--- src/rtl/bpc_pkg.sv ---
package bpc_pkg;

  typedef enum logic [1:0] {
    ACC_FETCH = 2'd0,
    ACC_READ  = 2'd1,
    ACC_WRITE = 2'd2,
    ACC_RSVD  = 2'd3
  } acc_kind_e;

  typedef struct packed {
    logic sup_rd;
    logic sup_wr;
    logic sup_ex;
    logic usr_rd;
    logic usr_wr;
    logic usr_ex;
  } grp_rights_t;

  localparam int unsigned REG_W  = 8;
  localparam int unsigned CODE_W = 4;

endpackage

--- src/rtl/bpc_grp_decode.sv ---
module bpc_grp_decode
  import bpc_pkg::*;
(
  input  logic [CODE_W-1:0] code_i,
  output grp_rights_t       rights_o
);

  // field order: sup rd, sup wr, sup ex, usr rd, usr wr, usr ex
  always_comb begin
    case (code_i)
      4'd0:    rights_o = grp_rights_t'(6'b110_000);
      4'd1:    rights_o = grp_rights_t'(6'b100_000);
      4'd2:    rights_o = grp_rights_t'(6'b111_000);
      4'd3:    rights_o = grp_rights_t'(6'b101_000);
      4'd4:    rights_o = grp_rights_t'(6'b110_100);
      4'd5:    rights_o = grp_rights_t'(6'b110_110);
      4'd6:    rights_o = grp_rights_t'(6'b111_101);
      4'd7:    rights_o = grp_rights_t'(6'b111_111);
      4'd8:    rights_o = grp_rights_t'(6'b100_100);
      4'd9:    rights_o = grp_rights_t'(6'b101_101);
      default: rights_o = grp_rights_t'(6'b000_000);
    endcase
  end

endmodule

--- src/rtl/bpc_regs.sv ---
module bpc_regs
  import bpc_pkg::*;
#(
  parameter  int unsigned N_MASTERS = 8,
  parameter  int unsigned N_PERIPH  = 17,
  localparam int unsigned MW        = $clog2(N_MASTERS),
  localparam int unsigned N_PACR    = (N_PERIPH + 1) / 2,
  localparam int unsigned AW        = $clog2(N_PACR + 3)
) (
  input  logic                     clk,
  input  logic                     rst_n,
  input  logic [N_MASTERS-1:1]     strap_i,
  input  logic                     wr_i,
  input  logic [MW-1:0]            wr_mstr_i,
  input  logic [AW-1:0]            addr_i,
  input  logic [REG_W-1:0]         wdata_i,
  output logic [REG_W-1:0]         rdata_o,
  output logic                     wr_err_o,
  output logic [N_MASTERS-1:0]     mpr_o,
  output logic [N_PERIPH-1:0]      wp_o,
  output logic [N_PERIPH-1:0]      so_o,
  output logic [1:0][CODE_W-1:0]   code_o
);

  localparam logic [AW-1:0]        A_TRUST = '0;
  localparam logic [AW-1:0]        A_CODE0 = AW'(N_PACR + 1);
  localparam logic [AW-1:0]        A_CODE1 = AW'(N_PACR + 2);
  localparam logic [N_MASTERS-1:0] TRUST_RST = N_MASTERS'(1);

  logic wr_trusted, wr_ok;

  assign wr_trusted = mpr_o[wr_mstr_i];
  assign wr_ok      = wr_i & wr_trusted;
  assign wr_err_o   = wr_i & ~wr_trusted;

  // ---------------- trust register with post-reset strap load ----------
  logic [N_MASTERS-1:0] mpr_q, mpr_d;
  logic                 load_q, load_d;
  logic                 mpr_en;

  always_comb begin
    mpr_d  = mpr_q;
    load_d = 1'b0;
    if (load_q) mpr_d[N_MASTERS-1:1] = strap_i;
    if (wr_ok && (addr_i == A_TRUST)) mpr_d = wdata_i[N_MASTERS-1:0];
    mpr_en = load_q | (wr_ok && (addr_i == A_TRUST));
  end

  always_ff @(posedge clk or negedge rst_n) begin
    if (!rst_n) begin
      mpr_q  <= TRUST_RST;
      load_q <= 1'b1;
    end else begin
      load_q <= load_d;
      if (mpr_en) mpr_q <= mpr_d;
    end
  end

  assign mpr_o = mpr_q;

  // ---------------- per-peripheral flag pairs -------------------------
  for (genvar p = 0; p < N_PERIPH; p++) begin : g_per
    localparam int unsigned K   = p / 2;
    localparam int unsigned WPB = ((p % 2) == 0) ? 7 : 3;
    logic wp_q, so_q, wp_d, so_d, en;

    always_comb begin
      en   = wr_ok && (addr_i == AW'(K + 1));
      wp_d = wdata_i[WPB];
      so_d = wdata_i[WPB-1];
    end

    always_ff @(posedge clk or negedge rst_n) begin
      if (!rst_n) begin
        wp_q <= 1'b0;
        so_q <= 1'b1;
      end else if (en) begin
        wp_q <= wp_d;
        so_q <= so_d;
      end
    end

    assign wp_o[p] = wp_q;
    assign so_o[p] = so_q;
  end

  // ---------------- grouped codes -------------------------------------
  for (genvar g = 0; g < 2; g++) begin : g_code
    localparam logic [AW-1:0] A_MINE = (g == 0) ? A_CODE0 : A_CODE1;
    logic [CODE_W-1:0] code_q, code_d;
    logic              en;

    always_comb begin
      en     = wr_ok && (addr_i == A_MINE);
      code_d = wdata_i[CODE_W-1:0];
    end

    always_ff @(posedge clk or negedge rst_n) begin
      if (!rst_n)  code_q <= '0;
      else if (en) code_q <= code_d;
    end

    assign code_o[g] = code_q;
  end

  // ---------------- read path -----------------------------------------
  logic [2*N_PACR-1:0] wp_pad, so_pad;

  assign wp_pad = (2*N_PACR)'(wp_o);
  assign so_pad = (2*N_PACR)'(so_o);

  always_comb begin
    rdata_o = '0;
    if (addr_i == A_TRUST) rdata_o = REG_W'(mpr_q);
    for (int k = 0; k < N_PACR; k++) begin
      if (addr_i == AW'(k + 1))
        rdata_o = {wp_pad[2*k], so_pad[2*k], 2'b00,
                   wp_pad[2*k+1], so_pad[2*k+1], 2'b00};
    end
    if (addr_i == A_CODE0) rdata_o = REG_W'(code_o[0]);
    if (addr_i == A_CODE1) rdata_o = REG_W'(code_o[1]);
  end

endmodule

--- src/rtl/bus_perm_check.sv ---
module bus_perm_check
  import bpc_pkg::*;
#(
  parameter  int unsigned N_MASTERS = 8,
  parameter  int unsigned N_PERIPH  = 17,
  parameter  int unsigned N_GROUPED = 14,
  localparam int unsigned NT        = N_PERIPH + N_GROUPED + 1,
  localparam int unsigned TW        = $clog2(NT),
  localparam int unsigned MW        = $clog2(N_MASTERS),
  localparam int unsigned N_PACR    = (N_PERIPH + 1) / 2,
  localparam int unsigned AW        = $clog2(N_PACR + 3)
) (
  input  logic                 clk,
  input  logic                 rst_n,
  input  logic [N_MASTERS-1:1] trust_strap,
  input  logic                 req_valid,
  input  logic [MW-1:0]        req_mstr,
  input  logic                 req_priv,
  input  logic [1:0]           req_kind,
  input  logic [TW-1:0]        req_periph,
  output logic                 req_grant,
  output logic                 req_error,
  output logic [NT-1:0]        periph_sel,
  input  logic                 reg_wr,
  input  logic [MW-1:0]        reg_mstr,
  input  logic [AW-1:0]        reg_addr,
  input  logic [REG_W-1:0]     reg_wdata,
  output logic [REG_W-1:0]     reg_rdata,
  output logic                 reg_wr_err
);

  localparam int unsigned   PW        = $clog2(N_PERIPH);
  localparam logic [TW-1:0] IDX_GRP0  = TW'(N_PERIPH);
  localparam logic [TW-1:0] IDX_FLASH = TW'(N_PERIPH + N_GROUPED);

  logic [N_MASTERS-1:0]   mpr_q;
  logic [N_PERIPH-1:0]    pacr_wp, pacr_so;
  logic [1:0][CODE_W-1:0] grp_code;
  grp_rights_t [1:0]      rights_g;

  bpc_regs #(
    .N_MASTERS (N_MASTERS),
    .N_PERIPH  (N_PERIPH)
  ) u_regs (
    .clk       (clk),
    .rst_n     (rst_n),
    .strap_i   (trust_strap),
    .wr_i      (reg_wr),
    .wr_mstr_i (reg_mstr),
    .addr_i    (reg_addr),
    .wdata_i   (reg_wdata),
    .rdata_o   (reg_rdata),
    .wr_err_o  (reg_wr_err),
    .mpr_o     (mpr_q),
    .wp_o      (pacr_wp),
    .so_o      (pacr_so),
    .code_o    (grp_code)
  );

  for (genvar g = 0; g < 2; g++) begin : g_dec
    bpc_grp_decode u_dec (
      .code_i   (grp_code[g]),
      .rights_o (rights_g[g])
    );
  end

  // ---------------- access judgement ----------------------------------
  acc_kind_e   kind;
  logic        eff_sup, in_indiv, in_grp0, in_flash;
  logic        so_bit, wp_bit, ind_ok, grp_ok, allowed;
  grp_rights_t rights;

  assign kind = acc_kind_e'(req_kind);

  always_comb begin
    eff_sup  = req_priv & mpr_q[req_mstr];
    in_indiv = req_periph < IDX_GRP0;
    in_flash = req_periph == IDX_FLASH;
    in_grp0  = !in_indiv && (req_periph < IDX_FLASH);
    rights   = in_flash ? rights_g[1] : rights_g[0];
    so_bit   = pacr_so[req_periph[PW-1:0]];
    wp_bit   = pacr_wp[req_periph[PW-1:0]];
    case (kind)
      ACC_FETCH: begin
        ind_ok = !(so_bit && !eff_sup);
        grp_ok = eff_sup ? rights.sup_ex : rights.usr_ex;
      end
      ACC_READ: begin
        ind_ok = !(so_bit && !eff_sup);
        grp_ok = eff_sup ? rights.sup_rd : rights.usr_rd;
      end
      ACC_WRITE: begin
        ind_ok = !(so_bit && !eff_sup) && !wp_bit;
        grp_ok = eff_sup ? rights.sup_wr : rights.usr_wr;
      end
      default: begin
        ind_ok = 1'b0;
        grp_ok = 1'b0;
      end
    endcase
    if (in_indiv)                 allowed = ind_ok;
    else if (in_grp0 || in_flash) allowed = grp_ok;
    else                          allowed = 1'b0;
  end

  assign req_grant = req_valid & allowed;
  assign req_error = req_valid & ~allowed;

  for (genvar t = 0; t < NT; t++) begin : g_sel
    assign periph_sel[t] = req_grant && (req_periph == TW'(t));
  end

endmodule

--- config.mk ---
export PLATFORM = sky130hd
export DESIGN_NAME = bus_perm_check
export DESIGN_NICKNAME = d
export VERILOG_FILES = /design/src/rtl/bpc_pkg.sv /design/src/rtl/bpc_grp_decode.sv /design/src/rtl/bpc_regs.sv /design/src/rtl/bus_perm_check.sv
export SDC_FILE = /design/constraint.sdc
export NUM_CORES = 1
export LEC_CHECK = 0
export CELL_PAD_IN_SITES_DETAIL_PLACEMENT = 0
export CELL_PAD_IN_SITES_GLOBAL_PLACEMENT = 2
export CORE_ASPECT_RATIO = 1.5
export CORE_MARGIN = 5
export CORE_UTILIZATION = 40
export CTS_CLUSTER_DIAMETER = 120
export DETAILED_ROUTE_END_ITERATION = 7
export DONT_BUFFER_PORTS = 1
export PLACE_DENSITY = 0.81
export SLEW_MARGIN = 30
export SYNTH_ARGS = -nofsm -noshare
export SYNTH_HDL_FRONTEND = slang
export SYNTH_SLANG_ARGS = --single-unit
--- constraint.sdc ---
create_clock -name clk -period 2.7 [get_ports clk]
set_input_delay 0.27 -clock clk [delete_from_list [all_inputs] [get_ports clk]]
set_output_delay 0.27 -clock clk [all_outputs]
set_load 0.01 [all_outputs]
==> results of run 1 <==
## critical path: stages (launching register included)
cell and delay, ps:
dfrtp_1 410, mux4_2 470, mux2i_1 210, o22ai_1 120, a211o_1 310, buf_12 200
nor4_2 300, buf_4 170
## metrics by stage
| step | hold slack (ps) | setup slack (ps) | std cells | utilization, % |
|---|---|---|---|---|
| final | 124 | -56.2 | 473 | 48.5 |
| after global routing | 116 | -146 | 473 | 48.5 |
| after CTS | 121 | -8.37 | 471 | 45.6 |
| after detailed placement | -24.2 | 246 | 461 | 43.0 |
| after global placement | -24.2 | 277 | 461 | 43.0 |
| after floorplan | -25.6 | 293 | 354 | - |
## sequential cells by signal (all words and copies together), names as in the netlist
signal and count:
u_regs.g_per.so_q 17, u_regs.load_q 1, u_regs.mpr_o 8, u_regs.g_per.wp_q 17, u_regs.g_code.code_q 8
## power breakdown
| group | switching (W) | internal [W] | leakage [nW] |
|---|---|---|---|
| Clock | 0.000257 | 0.000342 | 0.0679 |
| Sequential | 0.000172 | 0.000987 | 0.603 |
| Combinational | 0.000324 | 0.000361 | 0.949 |
## layout make-up
type | instances | area, um2 | share of cell area (%)
clock buffers | 7 | 133 | 3.12
clock inverters | 1 | 5.00 | 0.118
inverters | 5 | 18.8 | 0.441
multi-input cells | 270 | 2390 | 56.2
flip-flops and latches | 51 | 1300 | 30.6
well taps | 110 | 138 | 3.24
repair buffers | 29 | 270 | 6.35
## worst min path at each step
stage	to	slack [ps]	cells past startpoint
3_5_place_dp	u_regs.mpr_o[4]	-20	0
5_1_grt	u_regs.g_per[16].wp_q	120	1
6_report	u_regs.g_per[12].wp_q	120	1
3_3_place_gp	u_regs.mpr_o[5]	-20	0
4_1_cts	u_regs.g_per[12].wp_q	120	1
2_1_floorplan	u_regs.g_code[0].code_q[0]	-30	0
## cell usage in the layout, fill, tap and decap left out, types with 3 or more instances in the layout
cell type,n
o21ai_0,7
mux2_2,45
nor2b_1,11
and2_1,11
nor2_1,17
dfrtp_1,32
nor3_1,3
nand2_1,25
nand3_1,9
nor4_2,12
o22ai_1,3
nor4_4,8
nand3b_1,5
clkbuf_16,6
mux4_2,12
a21oi_1,15
mux2i_1,22
nor3b_1,3
buf_4,25
a31oi_1,5
nor4_1,5
inv_1,5
nand2b_1,5
nor3_2,9
dfstp_2,19
## cells by family after synthesis
kind of cell	after synthesis	synth area share [%]
other cells	1	0.105
compound gates	54	10.2
mux	80	28.1
flops	51	36.2
buf+inv	34	4.95
simple gates	134	20.4
## routing by layer
metal	global-route usage, %	wire, um	up-vias
met2	34.4	6020	120
met5	0	0	-
li1	-	-	1362
met4	9.03	407	0
met3	3.99	676	25
met1	21.2	3750	1467
## repair_timing
item,in CTS,in global routing
hold buffers,2,0
endpoints found under the hold margin,51,0
gates resized for setup,9,34
setup endpoints to repair,18,26
pin swaps,0,2
cloned,0,2
==> impl_metrics.tcl, run 1 <==
set metrics [dict create \
    ys_types 55 \
    worst_pin_slew_ps 841 \
    yosysWarningCount 0 \
    min_period_ps 2760 \
    ir_drop_mv 0.444 \
    synthTopCellsByArea "dfrtp_1 22%, mux2_2 14%, dfstp_2 14%" \
    synth-seq-cells 51 \
    drc 0 \
    fp.dieW_um 87.3 \
    grtUsageTotal_pct 19.3 \
    critPathKind "reg -> out" \
    postCtsSetupBuffers 0 \
    gr-total-overflow 0 \
    synth-edff-count 0 \
    port_buffers 0 \
    power_density_nw_per_um2 575 \
    synth_top_area_share_pct 22.3 \
    die_y_um 126 \
    cp_max_fo 17 \
    cp.required_ps 2430 \
    fin_setup_tns_ps -320 \
    syn_to_final_growth_pct 18.6 \
    place_congestion 0.840 \
    drt_first_pass_iters 4 \
    skew_ps 5.42 \
    synthCells 354 \
    initial_core_util_pct 40.9 \
    leakage_nw 1.62 \
    clock_path_buffers 2 \
    cts_buffers 5 \
    finalWirelength_um 10900 \
    grt_pass1_vias 2993 \
    async_reset_ff_share_pct 100 \
    dieArea_um2 11000 \
    nets 399 \
    r2r_cells 7 \
    grt_pass1_wl_um 16400 \
    crit_path_start_kind "flip-flop" \
    syn_area_um2 3590 \
    synth_flop_cell "dfrtp_1" \
    slew_headroom_pct 43.2 \
    setup_viol 15 \
    r2r_slack_ps 490 \
    clkSlewWorstSetupHoldPaths_ps 60 \
    layout_setup_ws_ps -56.2 \
    drv_slew 0 \
    hold_viol_final 0 \
    syn-num-nets 391 \
    clk_latency_ps 290 \
    min_path_type "in -> reg" \
    clockRootBuffer "clkbuf_16" \
    place_area_um2 3770 \
    yosys-top-cells-count "45 x mux2_2, 32 x dfrtp_1, 25 x nand2_1, 25 x nor4_1, 23 x mux2i_1" \
    end_kind "output pin" \
    ioPinCount 80 \
    yosys.area.top_type "dfrtp_1" \
    worstSetupStartpoint "u_regs.g_per[1].wp_q" \
    max-cap-violations 0 \
    period_share_pct 102 \
    num_vias 2974 \
    violations "negative setup slack" \
    timing.rr.end "u_regs.g_per[15].wp_q" \
    max_freq_mhz 363 \
    r2r_start "u_regs.mpr_o[7]" \
    arrival_ps 2490 \
    status "complete, but fails checks" \
    yosysMostFrequentCell "mux2_2" \
    rows 42 \
    grt_max_degree 52 \
    coreArea_um2 8780 \
    avgSynthCellArea_um2 10.1 \
    cts_tree "yes" \
    rsz0062_at_grt "yes" \
    finalPower_w 0.00244 \
    nFillCells 824 \
    cp-endpoint "periph_sel[22]" \
    num_antenna_cells 0 \
    cts_sinks 51 \
    first_iter_violations 127 \
    worstHoldStart "reg_wdata[7]" \
    wire_per_inst_um 22.9 \
    design_area_um2 4250 \
    ant_nets 0 \
    viasPerCell 6.29 \
    antenna_found_initial 0 \
    yosysSeqAreaShare_pct 36.2 \
    dp_hpwl_um 7750 \
    drive_above_1_share_pct 40.8 \
    cts_max_level 2 \
]
Note: power is estimated with default switching activity, not from simulation.
==> run 2, diff against run 1 <==
--- a/config.mk
+++ b/config.mk
@@ -9,11 +9,12 @@
 export CELL_PAD_IN_SITES_GLOBAL_PLACEMENT = 2
 export CORE_ASPECT_RATIO = 1.5
 export CORE_MARGIN = 5
-export CORE_UTILIZATION = 40
+export CORE_UTILIZATION = 41
+export CTS_BUF_LIST = sky130_fd_sc_hd__clkbuf_4
 export CTS_CLUSTER_DIAMETER = 120
 export DETAILED_ROUTE_END_ITERATION = 7
 export DONT_BUFFER_PORTS = 1
-export PLACE_DENSITY = 0.81
+export PLACE_DENSITY = 0.83
 export SLEW_MARGIN = 30
 export SYNTH_ARGS = -nofsm -noshare
 export SYNTH_HDL_FRONTEND = slang
==> run 2 against run 1 <==
Final cell count grew 0.42%. The run still ends with negative setup slack left. Critical path type unchanged. Sequential share of layout area grew 1.3 points. Core utilization shrank 0.26 points. Critical path depth is the same.
==> impl_metrics.tcl, run 2 (synthesized netlist as in run 1, its figures left out) <==
set metrics [dict create \
    initial_core_util_pct 42.4 \
    coreArea_um2 8460 \
    leakage_nw 1.58 \
    gr-total-overflow 0 \
    drc 0 \
    grt_pass1_vias 3051 \
    cts_buffers 5 \
    layout_setup_ws_ps -119 \
    top_regs "u_regs.g_per.so_q: 17 flops, u_regs.g_per.wp_q: 17 flops" \
    end_kind "output pin" \
    drive_above_1_share_pct 39.1 \
    layout_common_cells "44 x mux2_2, 31 x buf_4, 31 x dfrtp_1" \
    skew_ps 4.50 \
    finalWirelength_um 10600 \
    nets 404 \
    dp.cells 458 \
    register_area_um2 1300 \
    power.switching_w 0.000707 \
    internal_power_w 0.00145 \
    drt_first_pass_iters 4 \
    power_density_nw_per_um2 529 \
    pwr-share-seq_pct 53.4 \
    sw_frac_of_total_pct 32.7 \
    num_antenna_cells 0 \
    place_area_um2 3770 \
    min_period_ps 2820 \
    arrival_ps 2550 \
    ioPinCount 80 \
    cp_max_fo 34 \
    fp.dieW_um 86.4 \
    clkPwrFrac_pct 15.9 \
    multiInputGateArea_um2 2280 \
    finalNonFillerCells 475 \
    r2r_start "u_regs.mpr_o[6]" \
    period_share_pct 104 \
    ant_nets 0 \
    worst_pin_slew_ps 837 \
    viasPerCell 6.12 \
    grt_pass1_wl_um 16600 \
    violations "negative setup slack" \
    r2r_cells 8 \
    syn_to_final_growth_pct 13.7 \
    rsz0062_at_grt "yes" \
    r2r_slack_ps 390 \
    dieArea_um2 10800 \
    drv_slew 0 \
    clk_latency_ps 380 \
    design_area_um2 4080 \
    setup_viol 32 \
    wire_per_inst_um 22.3 \
    die_y_um 125 \
    grtUsageTotal_pct 19.8 \
    cts_sinks 51 \
    clockRootBuffer "clkbuf_4" \
    port_buffers 0 \
    first_iter_violations 81 \
    dp_hpwl_um 7750 \
    num_vias 2909 \
    cts_max_level 2 \
    clock_path_buffers 2 \
    final_common_cell "mux2_2" \
    slew_headroom_pct 43.7 \
    place_congestion 0.861 \
    min_path_type "in -> reg" \
    cp.required_ps 2430 \
    grt_max_degree 52 \
    nFillCells 814 \
    holdPathEnd "u_regs.g_code[1].code_q[1]" \
    cts_tree "yes" \
    max-cap-violations 0 \
    timing.rr.end "u_regs.g_per[15].wp_q" \
    antenna_found_initial 0 \
    critPathKind "reg -> out" \
    crit_path_start_kind "flip-flop" \
    max_freq_mhz 355 \
    worstHoldStart "reg_wdata[1]" \
    p_comb_share_pct 30.8 \
    whs_ps 24.6 \
    status "complete, but fails checks" \
    hold_viol_final 0 \
    whs_path_depth 1 \
    clkSlewWorstSetupHoldPaths_ps 140 \
    rows 41 \
    ir_drop_mv 0.356 \
]
## run 2: changes by cell type in the layout (fill, tap and decap cells not counted), moves of 7 or more
cell    previous run  this run
nor4_2            12        19
nor3_1             3        12
nor3_2             9         0
nor4_4             8         1
## run 2: worst max path at each step
| stage | from | endpoint | cells past startpoint |
|---|---|---|---|
| floorplan | req_periph[0] | periph_sel[18] | 9 |
| global placement | u_regs.g_per[6].so_q | periph_sel[17] | 7 |
| detailed placement | u_regs.g_per[6].so_q | periph_sel[8] | 7 |
| CTS | u_regs.g_per[6].so_q | periph_sel[29] | 7 |
| global route | u_regs.g_per[6].so_q | periph_sel[19] | 7 |
| finish | u_regs.g_per[6].so_q | periph_sel[20] | 7 |
## run 2: per-layer routing
metal  up-vias  track usage (%)  wire (um)
met5         -                0          0
met4         0             7.43        310
met3        17             3.64        550
met2        90             38.0       5960
met1      1439             20.4       3770
li1       1363                -          -
## run 2: timing repair
| item | CTS | global route |
|---|---|---|
| hold buffers | 2 | 0 |
| endpoints found under the setup margin | 32 | 33 |
| cloned | 1 | 0 |
| endpoints found under the hold margin | 51 | 0 |
| pin swaps | 0 | 1 |
| resized for setup | 23 | 5 |
| buffers inserted | 1 | 5 |
## run 2: layout make-up
class,count,area share [%]
Sequential cell,51,31.9
Tap cell,107,3.28
Clock buffer,6,1.10
Timing Repair Buffer,34,7.11
Clock inverter,2,0.184
Multi-Input combinational cell,270,56.0
Inverter,5,0.460
## run 2: power groups by stage
stage          Clock [W]  Sequential (W)  Combinational (W)
6_report        0.000343         0.00115           0.000664
4_1_cts         0.000354         0.00115           0.000646
3_3_place_gp           0         0.00116           0.000565
3_5_place_dp           0         0.00117           0.000575
5_1_grt         0.000384         0.00118           0.000722
2_1_floorplan          0         0.00109           0.000532
## run 2: critical path, cell delays in order (launching register included)
cell and delay (ps):
dfstp_2 410, mux4_2 460, mux2i_2 190, o311ai_1 110, a211o_1 340, buf_12 190
nor4_2 290, buf_4 160
## run 2: stage by stage
stage	setup TNS, ps	setup slack (ps)	util [%]	total power, W
CTS	-2070	-103	47.5	0.00215
finish	-2130	-119	48.2	0.00216
global placement	0	297	44.5	0.00172
floorplan	0	293	-	0.00163
global route	-5260	-207	48.2	0.00228
detailed placement	0	305	44.5	0.00174
